--- config.mk ---
export PLATFORM = sky130hd
export DESIGN_NAME = epp_port_gate
export DESIGN_NICKNAME = d
export VERILOG_FILES = /design/src/rtl/epp_gate_pkg.sv /design/src/rtl/epp_access_decode.sv /design/src/rtl/epp_wait_timer.sv /design/src/rtl/epp_port_gate.sv
export SDC_FILE = /design/constraint.sdc
export NUM_CORES = 1
export LEC_CHECK = 0
export ABC_AREA = 1
export BUFFER_PORTS_ARGS = -buffer_cell sky130_fd_sc_hd__clkbuf_2
export CAP_MARGIN = 20
export CORE_AREA = 3 3 107 109
export DETAILED_ROUTE_END_ITERATION = 12
export DIE_AREA = 0 0 110 112
export PLACE_DENSITY = 0.72
export SYNTH_ARGS = -nofsm -noshare
export SYNTH_HDL_FRONTEND = slang
export SYNTH_SLANG_ARGS = --single-unit
--- constraint.sdc ---
create_clock -name clk -period 3.25 [get_ports clk]
set_input_delay 0.1625 -clock clk [delete_from_list [all_inputs] [get_ports clk]]
set_output_delay 0.1625 -clock clk [all_outputs]
set_load 0.02 [all_outputs]
--- src/rtl/epp_gate_pkg.sv ---
package epp_gate_pkg;
    typedef enum logic [1:0] {ST_IDLE, ST_DIRN, ST_XFER, ST_RESP} gate_state_t;

    typedef enum logic [2:0] {
        OP_NONE    = 3'd0,
        OP_DATA_WR = 3'd1,
        OP_CTRL_WR = 3'd2,
        OP_DIR_CHG = 3'd3,
        OP_EPP_AW  = 3'd4,
        OP_EPP_DW  = 3'd5,
        OP_EPP_AR  = 3'd6,
        OP_EPP_DR  = 3'd7
    } per_op_t;

    typedef enum logic [1:0] {DK_LOCAL, DK_XFER, DK_DIRX} dec_kind_t;

    typedef struct packed {
        dec_kind_t   kind;
        per_op_t     op;
        logic [1:0]  last_idx;
        logic [31:0] wbuf;
        logic [31:0] rinit;
        logic        is_epp;
        logic        set_data;
        logic        set_ctrl;
        logic [7:0]  new_val;
        logic        clr_flag;
    } dec_t;

    localparam logic [7:0] GATE_MASK  = 8'h2F;
    localparam logic [7:0] GATE_WR    = 8'h04;
    localparam logic [7:0] GATE_RD    = 8'h24;
    localparam logic [7:0] CTRL_FORCE = 8'hC0;
    localparam logic [7:0] CTRL_RST   = 8'hCC;
    localparam logic [7:0] DATA_RST   = 8'hFF;
endpackage

--- src/rtl/epp_access_decode.sv ---
module epp_access_decode
    import epp_gate_pkg::*;
(
    input  logic        we,
    input  logic        ecp,
    input  logic [2:0]  off,
    input  logic [1:0]  size,
    input  logic [31:0] wdata,
    input  logic [7:0]  ctrl,
    input  logic [7:0]  data,
    input  logic        flag,
    input  logic [7:0]  ext_status,
    output dec_t        dec
);
    logic [7:0]  wb;
    logic [7:0]  cv;
    logic        wgate;
    logic        rgate;
    logic [1:0]  lastw;
    logic [31:0] wmask;

    always_comb begin
        wb    = wdata[7:0];
        cv    = wb | CTRL_FORCE;
        wgate = (ctrl & GATE_MASK) == GATE_WR;
        rgate = (ctrl & GATE_MASK) == GATE_RD;
        lastw = (size == 2'd2) ? 2'd3 : (size == 2'd1) ? 2'd1 : 2'd0;
        wmask = (size == 2'd2) ? 32'hFFFF_FFFF : (size == 2'd1) ? 32'h0000_FFFF : 32'h0000_00FF;

        dec       = '0;
        dec.kind  = DK_LOCAL;
        dec.op    = OP_NONE;
        dec.rinit = we ? 32'h0 : 32'h0000_00FF;

        if (!ecp) begin
            unique case (off)
                3'd0: begin
                    if (we) begin
                        if (wb != data) begin
                            dec.kind     = DK_XFER;
                            dec.op       = OP_DATA_WR;
                            dec.wbuf     = {24'h0, wb};
                            dec.set_data = 1'b1;
                            dec.new_val  = wb;
                        end
                    end else begin
                        dec.rinit = {24'h0, data};
                    end
                end
                3'd1: begin
                    if (we) dec.clr_flag = wb[0];
                    else    dec.rinit    = {24'h0, ext_status[7:1], flag};
                end
                3'd2: begin
                    if (we) begin
                        if (cv != ctrl) begin
                            dec.kind     = (cv[5] != ctrl[5]) ? DK_DIRX : DK_XFER;
                            dec.op       = OP_CTRL_WR;
                            dec.wbuf     = {24'h0, cv};
                            dec.set_ctrl = 1'b1;
                            dec.new_val  = cv;
                        end
                    end else begin
                        dec.rinit = {24'h0, ctrl};
                    end
                end
                3'd3: begin
                    if (we && wgate) begin
                        dec.kind   = DK_XFER;
                        dec.op     = OP_EPP_AW;
                        dec.wbuf   = {24'h0, wb};
                        dec.is_epp = 1'b1;
                    end else if (!we && rgate) begin
                        dec.kind   = DK_XFER;
                        dec.op     = OP_EPP_AR;
                        dec.is_epp = 1'b1;
                    end
                end
                3'd4: begin
                    if (!we) dec.rinit = wmask;
                    if (we && wgate) begin
                        dec.kind     = DK_XFER;
                        dec.op       = OP_EPP_DW;
                        dec.wbuf     = wdata;
                        dec.last_idx = lastw;
                        dec.is_epp   = 1'b1;
                    end else if (!we && rgate) begin
                        dec.kind     = DK_XFER;
                        dec.op       = OP_EPP_DR;
                        dec.last_idx = lastw;
                        dec.is_epp   = 1'b1;
                    end
                end
                default: ;
            endcase
        end
    end
endmodule

--- src/rtl/epp_wait_timer.sv ---
module epp_wait_timer #(
    parameter int LIMIT = 16
) (
    input  logic clk,
    input  logic rst_n,
    input  logic run,
    input  logic ack,
    output logic expired
);
    localparam int CW = $clog2(LIMIT + 1);
    localparam logic [CW-1:0] LAST = CW'(LIMIT - 1);

    logic [CW-1:0] cnt_q;

    always_ff @(posedge clk or negedge rst_n) begin
        if (!rst_n)               cnt_q <= '0;
        else if (!run || ack)     cnt_q <= '0;
        else if (cnt_q != LAST)   cnt_q <= cnt_q + 1'b1;
    end

    assign expired = run && !ack && (cnt_q == LAST);


    cnt_range_chk: assert property (@(posedge clk) disable iff (!rst_n)
        cnt_q <= LAST);
endmodule

--- src/rtl/epp_port_gate.sv ---
module epp_port_gate
    import epp_gate_pkg::*;
#(
    parameter int WAIT_LIMIT = 16
) (
    input  logic        clk,
    input  logic        rst_n,
    input  logic        host_req,
    input  logic        host_we,
    input  logic        host_ecp,
    input  logic [2:0]  host_off,
    input  logic [1:0]  host_size,
    input  logic [31:0] host_wdata,
    output logic        host_busy,
    output logic        host_done,
    output logic [31:0] host_rdata,
    input  logic [7:0]  ext_status,
    output logic        per_req,
    output logic [2:0]  per_op,
    output logic [7:0]  per_wdata,
    input  logic        per_ack,
    input  logic        per_err,
    input  logic [7:0]  per_rdata
);
    gate_state_t state_q, state_d;
    dec_t        dec;
    per_op_t     op_q;
    logic [7:0]  ctrl_q, data_q;
    logic        flag_q, epp_q, expired;
    logic [1:0]  idx_q, last_q;
    logic [31:0] wbuf_q, rbuf_q;
    logic        is_read;

    epp_access_decode u_dec (
        .we(host_we), .ecp(host_ecp), .off(host_off), .size(host_size),
        .wdata(host_wdata), .ctrl(ctrl_q), .data(data_q), .flag(flag_q),
        .ext_status(ext_status), .dec(dec)
    );

    epp_wait_timer #(.LIMIT(WAIT_LIMIT)) u_timer (
        .clk(clk), .rst_n(rst_n), .run(per_req), .ack(per_ack), .expired(expired)
    );

    always_ff @(posedge clk or negedge rst_n) begin
        if (!rst_n) state_q <= ST_IDLE;
        else        state_q <= state_d;
    end

    always_comb begin
        state_d = state_q;
        unique case (state_q)
            ST_IDLE: if (host_req) begin
                unique case (dec.kind)
                    DK_XFER: state_d = ST_XFER;
                    DK_DIRX: state_d = ST_DIRN;
                    default: state_d = ST_RESP;
                endcase
            end
            ST_DIRN: if (per_ack) state_d = per_err ? ST_RESP : ST_XFER;
                     else if (expired) state_d = ST_RESP;
            ST_XFER: if (per_ack) begin
                         if (per_err || idx_q == last_q) state_d = ST_RESP;
                     end else if (expired) state_d = ST_RESP;
            ST_RESP: state_d = ST_IDLE;
            default: state_d = ST_IDLE;
        endcase
    end

    assign is_read = (op_q == OP_EPP_AR) || (op_q == OP_EPP_DR);

    always_ff @(posedge clk or negedge rst_n) begin
        if (!rst_n) begin
            ctrl_q <= CTRL_RST;
            data_q <= DATA_RST;
            flag_q <= 1'b0;
            epp_q  <= 1'b0;
            op_q   <= OP_NONE;
            idx_q  <= '0;
            last_q <= '0;
            wbuf_q <= '0;
            rbuf_q <= '0;
        end else begin
            if (state_q == ST_IDLE && host_req) begin
                op_q   <= dec.op;
                idx_q  <= '0;
                last_q <= dec.last_idx;
                wbuf_q <= dec.wbuf;
                rbuf_q <= dec.rinit;
                epp_q  <= dec.is_epp;
                if (dec.set_data) data_q <= dec.new_val;
                if (dec.set_ctrl) ctrl_q <= dec.new_val;
                if (dec.clr_flag) flag_q <= 1'b0;
            end
            if (state_q == ST_XFER) begin
                if (per_ack) begin
                    if (is_read) rbuf_q[{idx_q, 3'b000} +: 8] <= per_rdata;
                    if (per_err) flag_q <= flag_q | epp_q;
                    else if (idx_q != last_q) idx_q <= idx_q + 1'b1;
                end else if (expired) begin
                    flag_q <= flag_q | epp_q;
                end
            end
        end
    end

    always_comb begin
        per_req    = (state_q == ST_DIRN) || (state_q == ST_XFER);
        per_op     = (state_q == ST_DIRN) ? OP_DIR_CHG : op_q;
        per_wdata  = (state_q == ST_DIRN) ? {7'h0, ctrl_q[5]} : wbuf_q[{idx_q, 3'b000} +: 8];
        host_busy  = (state_q != ST_IDLE);
        host_done  = (state_q == ST_RESP);
        host_rdata = rbuf_q;
    end


    epp_wgate_chk: assert property (@(posedge clk) disable iff (!rst_n)
        per_req && (per_op == OP_EPP_AW || per_op == OP_EPP_DW) |-> (ctrl_q & GATE_MASK) == GATE_WR);

    epp_rgate_chk: assert property (@(posedge clk) disable iff (!rst_n)
        per_req && (per_op == OP_EPP_AR || per_op == OP_EPP_DR) |-> (ctrl_q & GATE_MASK) == GATE_RD);

    req_hold_chk: assert property (@(posedge clk) disable iff (!rst_n)
        per_req && !per_ack && !expired |=> per_req && $stable(per_op) && $stable(per_wdata));

    flag_rise_chk: assert property (@(posedge clk) disable iff (!rst_n)
        $rose(flag_q) |-> $past(epp_q && per_req && ((per_ack && per_err) || expired)));

    ctrl_force_chk: assert property (@(posedge clk) disable iff (!rst_n)
        host_done && $past(host_req && !host_busy && !host_we && !host_ecp && host_off == 3'd2)
        |-> host_rdata[7:6] == 2'b11);

    done_pulse_chk: assert property (@(posedge clk) disable iff (!rst_n)
        host_done |=> !host_done);
endmodule

== Yosys cells after proc, flatten, opt, wreduce, memory -nomap -nowiden ==
Cells that the tools add are included.
W data, S select, Z words.

* Input port bits: 60
* Register bits after elaboration: 96

* Multiplexer cells: 71
* Equal/unequal tests: 24
* Bitwise gates (word level): 1
* Shift-type cells: 3
* $add $sub $neg: 3
* Reduce and logical (&&, ||, !) cells: 20

{| class="wikitable"
|+ Operators by type and width
! kind !! number
|-
| $mux W32 || 12
|-
| $pmux W32 S4 || 2
|-
| $mux W83 || 1
|-
| $mux W8 || 7
|-
| $bwmux W32 || 1
|-
| $shift A8 B7 Y32 const A || 1
|-
| $shiftx A32 B6 Y8 || 1
|-
| $shiftx A8 B7 Y32 || 1
|-
| $mux W2 || 13
|-
| $mux W5 || 5
|-
| $pmux W5 S4 || 1
|-
| $mux W9 || 2
|-
| $mux W1 || 17
|-
| $mux W16 || 1
|-
| $ne A8 B8 Y1 || 2
|-
| $pmux W8 S2 || 1
|-
| $mux W4 || 3
|-
| $mux W6 || 2
|-
| $eq A3 B3 Y1 const B || 3
|-
| $eq A2 B2 Y1 const B || 4
|-
| $pmux W2 S4 || 1
|-
| $neg A5 Y7 || 1
|-
| $eq A2 B1 Y1 const B || 3
|-
| $eq A3 B2 Y1 const B || 2
|-
| other kinds (23) || 35
|}

== Longest topological paths before layout ==
* Word-level depth: 12
* Gate-level depth with buffers: 11

== Cells and area by module ==
Synthesis repeated with hierarchy kept, for this count alone.

* Cell total of the unflattened synthesis: 872
* Area, all modules: 6129.6 sq um

{| class="wikitable"
|+ Modules (own cells, without submodules)
! module !! area an instance (sq um) !! instances !! cells an instance !! sequential area each (sq um)
|-
| epp_port_gate || 4455.5 || 1 || 546 || 2292.2
|-
| epp_access_decode || 1410.1 || 1 || 293 || 0.0
|-
| epp_wait_timer || 264.0 || 1 || 33 || 125.1
|}

== Least setup slack after synthesis ==
No wires, ideal clock.

* Path kind: register to register
* From: register idx_q[0]
* To: register rbuf_q[29], in the netlist host_rdata[29]
* Buffers on the path: 3
* Data required time: 3121 ps
* Data arrival time: 1822 ps
* Slack: 1299 ps
* Setup time: 129 ps
* Cell stages (with the launch flop): 11
* Cell sequence: dfrtp_1 -> buf_2 -> inv_2 -> clkbuf_1 -> ha_1 -> clkbuf_1 -> inv_1 -> nand2_1 -> inv_1 -> a31oi_1 -> a31oi_1

* Word-level cells in the longest chain between the ends: 6
* Elaborated cells between the ends (all ways): 7
* Those cells by class: add/sub (1); shift (2); mux (4)

{| class="wikitable"
|+ RTL lines
! what !! line !! source
|-
| from (decl) || epp_port_gate.sv:30 || <nowiki>logic [1:0] idx_q, last_q;</nowiki>
|-
| from (signal assigned) || epp_port_gate.sv:98 || <nowiki>else if (idx_q != last_q) idx_q <= idx_q + 1'b1;</nowiki>
|-
| $neg A5 Y7 (*) || epp_port_gate.sv:96 || <nowiki>if (is_read) rbuf_q[{idx_q, 3'b000} +: 8] <= per_rdata;</nowiki>
|-
| $shiftx A8 B7 Y32 or $shift A8 B7 Y32 (tied branches) || epp_port_gate.sv:96 ||
|-
| $bwmux W32 (*) || epp_port_gate.sv:96 ||
|-
| $mux W32 (*) || epp_port_gate.sv:96 ||
|-
| $mux W32 (*) || epp_port_gate.sv:95 || <nowiki>if (per_ack) begin</nowiki>
|-
| $mux W32 (*) || epp_port_gate.sv:94 || <nowiki>if (state_q == ST_XFER) begin</nowiki>
|-
| to (signal assigned) || epp_port_gate.sv:88 || <nowiki>rbuf_q <= dec.rinit;</nowiki>
|-
| to (signal, indexed assignment) || epp_port_gate.sv:96 ||
|-
| to (decl) || epp_port_gate.sv:31 || <nowiki>logic [31:0] wbuf_q, rbuf_q;</nowiki>
|}

Mark *: on every way between the ends. The rest lies on a longest branch, timed or not.
A chain may end at the register's enable or synchronous reset.

== Worst setup path in the final report ==
* From: register idx_q[1]
* To: register rbuf_q[15], in the netlist host_rdata[15]

Same word-level chain as after synthesis.

==> summary.md <==
| Metric | Value |
|---|---|
| Worst R2R Start | idx_q[1] |
| WHS Endpoint | wbuf_q[28] |
| Reg2Reg Setup Slack | 0.75 ns |
| Fmax | 400 MHz |
| Slew Limit Fails | 0 |
| M3 GR Usage | 2.61% |
| Worst relative slew slack | 53.3% |
| Async S/R FF share, synth | 100% |
| Initial antenna violation count | 0 |
| Clock sink total | 96 |
| Sw Pwr | 1.08 mW |
| PD cells | 489 mW/mm^2 |
| Final Hold Fails | 0 |
| Worst slew pin tran | 0.701 ns |
| Clk_skew | 0.0114 ns |
| Post-detailed-route count of antenna-violating nets | 0 |
| Cell-internal power | 1.90 mW |
| Port Buffer Count | 104 |
| Initial Utilization | 49.5% |
| Layout Cells excl Fill | 909 |
| Total CTS buffers | 9 |
| Mapped Area | 0.00529 sq mm |
| Slowest stage delay, CP | 0.63 ns |
| Worst path bufs/invs | 2 |
| Crit-path slowest cell | dfrtp_1 |
| Yosys top cell area share | 39.7% |
| CP Launch Type | register |
| Period Utilization, post-route | 76.9% |
| Post-DP HPWL | 10300 um |
| Gr busiest metal | met2 |
| H-tree level count | 3 |
| Sequential Power Share | 46.3% |
| Most used cell, CP | clkinv_1 |
| Critical Path AT | 2.79 ns |
| RSZ-0062 raised after global routing | no |
| Placed inst area | 0.00590 sq mm |
| Largest net degree at the start of global routing | 57 |
| Overall routing resource usage | 22.8% |
| Met1 usage | 31.0% |
| Worst setup EP type | register |
| CP top delay family | buffers and inverters |
| Setup tns final | 0 ns |
| Hold path depth | 3 |
| Worst Path Max Fanout | 13 |
| Critical path class | register to register |
| Syn Nets | 742 |
| GPL Wtd Cong | 0.939 |
| Outcome | complete, no violations |
| Leak Pwr | 3.16 nW |
| Hold_sp | host_wdata[28] |
| CP required | 3.54 ns |
| Cells after Synth | 669 |
| Most common cell in the netlist | nand2_1 |
| Cell chain of the critical path | clkinv_1, ha_1, clkinv_1, nor3_1, nor2_1, a21oi_1 |
| Reg-to-Reg End | host_rdata[15] |
| Synthesis-to-finish area growth | 15.0% |
| Average cell area after synthesis | 7.91 sq um |
| Setup Fix Bufs, Post-CTS | 0 |
| Placed cell count | 893 |
| Count of different cell masters after synthesis | 38 |
| Final Critical Period | 2.50 ns |
| Max-cap violations | 0 |
| Primary FF master, synth | dfrtp_1 |
| WL/cell | 15.1 um |
| Longest Clk Path Bufs | 2 |
| Die X | 110 um |
| Register area share after synthesis | 45.7% |
| Comb power frac | 29.2% |
| Final nets | 838 |
| Count of final setup violators | 0 |
| Latest clock arrival within the worst-skew pair | 0.37 ns |
| Root buf cell | clkbuf_8 |
| Top cells by count, synth | nand2_1, inv_1, dfrtp_1 |
| Die Area | 0.0123 sq mm |
| Design area | 0.00608 sq mm |
| CTS tree | yes |
| Die Ht | 112 um |
| Reg clk slew, reported paths | 0.09 ns |
| Yosys reg bits | 96 |
| VDD IR max | 0.000366 V |
| Vias | 4883 |
| Reg2Reg Depth | 6 |
| Worst Hold Class | input port to register |
| Remaining DRCs | 0 |
| Switch share | 36.3% |
| Core Footprint | 0.0107 sq mm |
| IO Pins | 106 |
| Met2 usage | 37.5% |
| Ys Warns | 0 |
| Yosys top cell by area | dfrtp_1 |
| Drt first pass iters | 6 |
| Number of diodes | 0 |
| Vias in the first global route | 4660 |
| Total gr overflow | 0 |
| Share of layout cells above drive strength 1 | 21.7% |
| Vias per inst | 5.37 |
| Initial DRC count | 314 |
| Placement Rows | 38 |
| Top cells by area, synth | dfrtp_1, nand2_1, a21oi_1 |
| Clk network pwr share | 24.5% |
| EDFF count, synth | 0 |
| Routed wire length | 13700 um |
| First-pass GRT wire length | 22200 um |
[sequential cells by signal, indices dropped and copies added, names as in the netlist]
| register | count |
|---|---|
| ctrl_q | 8 |
| data_q | 8 |
| epp_q | 1 |
| flag_q | 1 |
| host_rdata | 32 |
| idx_q | 2 |
| last_q | 2 |
| op_q | 3 |
| state_q | 2 |
| u_timer.cnt_q | 5 |
| wbuf_q | 32 |
[placed cells by master, fill, tap and decap left out, types with 3 or more instances in the layout]
| cell type | count |
|---|---|
| o211ai_1 | 3 |
| nor2_4 | 3 |
| nand3_2 | 4 |
| o21ai_0 | 43 |
| nor2_8 | 3 |
| nor2_1 | 31 |
| ha_1 | 13 |
| buf_4 | 6 |
| inv_1 | 91 |
| nand3_1 | 17 |
| o22ai_1 | 26 |
| clkbuf_2 | 103 |
| o21ai_1 | 5 |
| nor3_1 | 9 |
| a21oi_1 | 82 |
| nand2_4 | 5 |
| a31oi_1 | 21 |
| dfrtp_1 | 84 |
| xnor2_1 | 5 |
| inv_2 | 11 |
| nand2_1 | 143 |
| dfstp_2 | 12 |
| nand4_1 | 15 |
| clkbuf_8 | 11 |
[worst max path at each step]
stage	to	depth (start not counted)	startpoint	slack, ns
2_1_floorplan	host_rdata[29]	10	idx_q[0]	1.30
3_3_place_gp	host_rdata[15]	6	idx_q[1]	0.82
3_5_place_dp	host_rdata[15]	6	idx_q[1]	0.79
4_1_cts	host_rdata[15]	6	idx_q[1]	0.77
5_1_grt	host_rdata[15]	6	idx_q[1]	0.43
6_report	host_rdata[15]	6	idx_q[1]	0.75
[worst reg2reg max path: cells and delay by family (launching register included)]
family	cells	cell delay [ns]
flops	1	0.63
simple gates	2	0.32
fa+ha+maj	1	0.62
compound gates	1	0.12
buf+inv	2	0.73
[cell families (layout without fill, tap and decap cells)]
group           after synthesis  count (layout)  synth area share [%]
compound gates              189             189                  19.6
xor+xnor                      6               6                 0.993
fa+ha+maj                    13              13                  3.07
buf+inv                     129             229                  9.77
flops                        96              96                  45.7
simple gates                236             236                  20.8
[metal layers]
metal,up-vias,wire length (um)
met5,-,0
met4,0,214
met3,17,639
met2,130,6900
met1,2326,5970
li1,2410,-
[stage by stage]
step / total power [mW] / setup slack (ns) / hold slack, ns / util [%]
CTS: 2.99 / 0.767 / 0.00103 / 56.9
detailed placement: 2.28 / 0.786 / 0.256 / 55.2
floorplan: 1.97 / 1.30 / -0.133 / -
finish: 2.98 / 0.750 / 0.00442 / 56.9
global placement: 2.26 / 0.818 / 0.253 / 55.2
global route: 3.16 / 0.429 / 0.0154 / 56.9
[power groups by stage]
stage / sequential (mW) / clock, mW / combinational, mW
2_1_floorplan: 1.46 / 0 / 0.516
3_5_place_dp: 1.41 / 0 / 0.870
5_1_grt: 1.39 / 0.789 / 0.975
4_1_cts: 1.38 / 0.733 / 0.874
3_3_place_gp: 1.40 / 0 / 0.859
6_report: 1.38 / 0.728 / 0.870
[cell type report]
type | instances | area [sq um]
Tap cell | 140 | 175
Clock inverter | 3 | 17.5
Clock buffer | 12 | 155
Fill cell | 1033 | 4610
Multi-Input combinational cell | 444 | 2360
Timing Repair Buffer | 110 | 571
Sequential cell | 96 | 2420
Inverter | 104 | 390
[repair_timing]
item / CTS / global route
resized for setup: 0 / 0
endpoints found under the hold margin: 54 / 0
hold buffers: 1 / 0
Note: power is estimated with default switching activity, not from simulation.
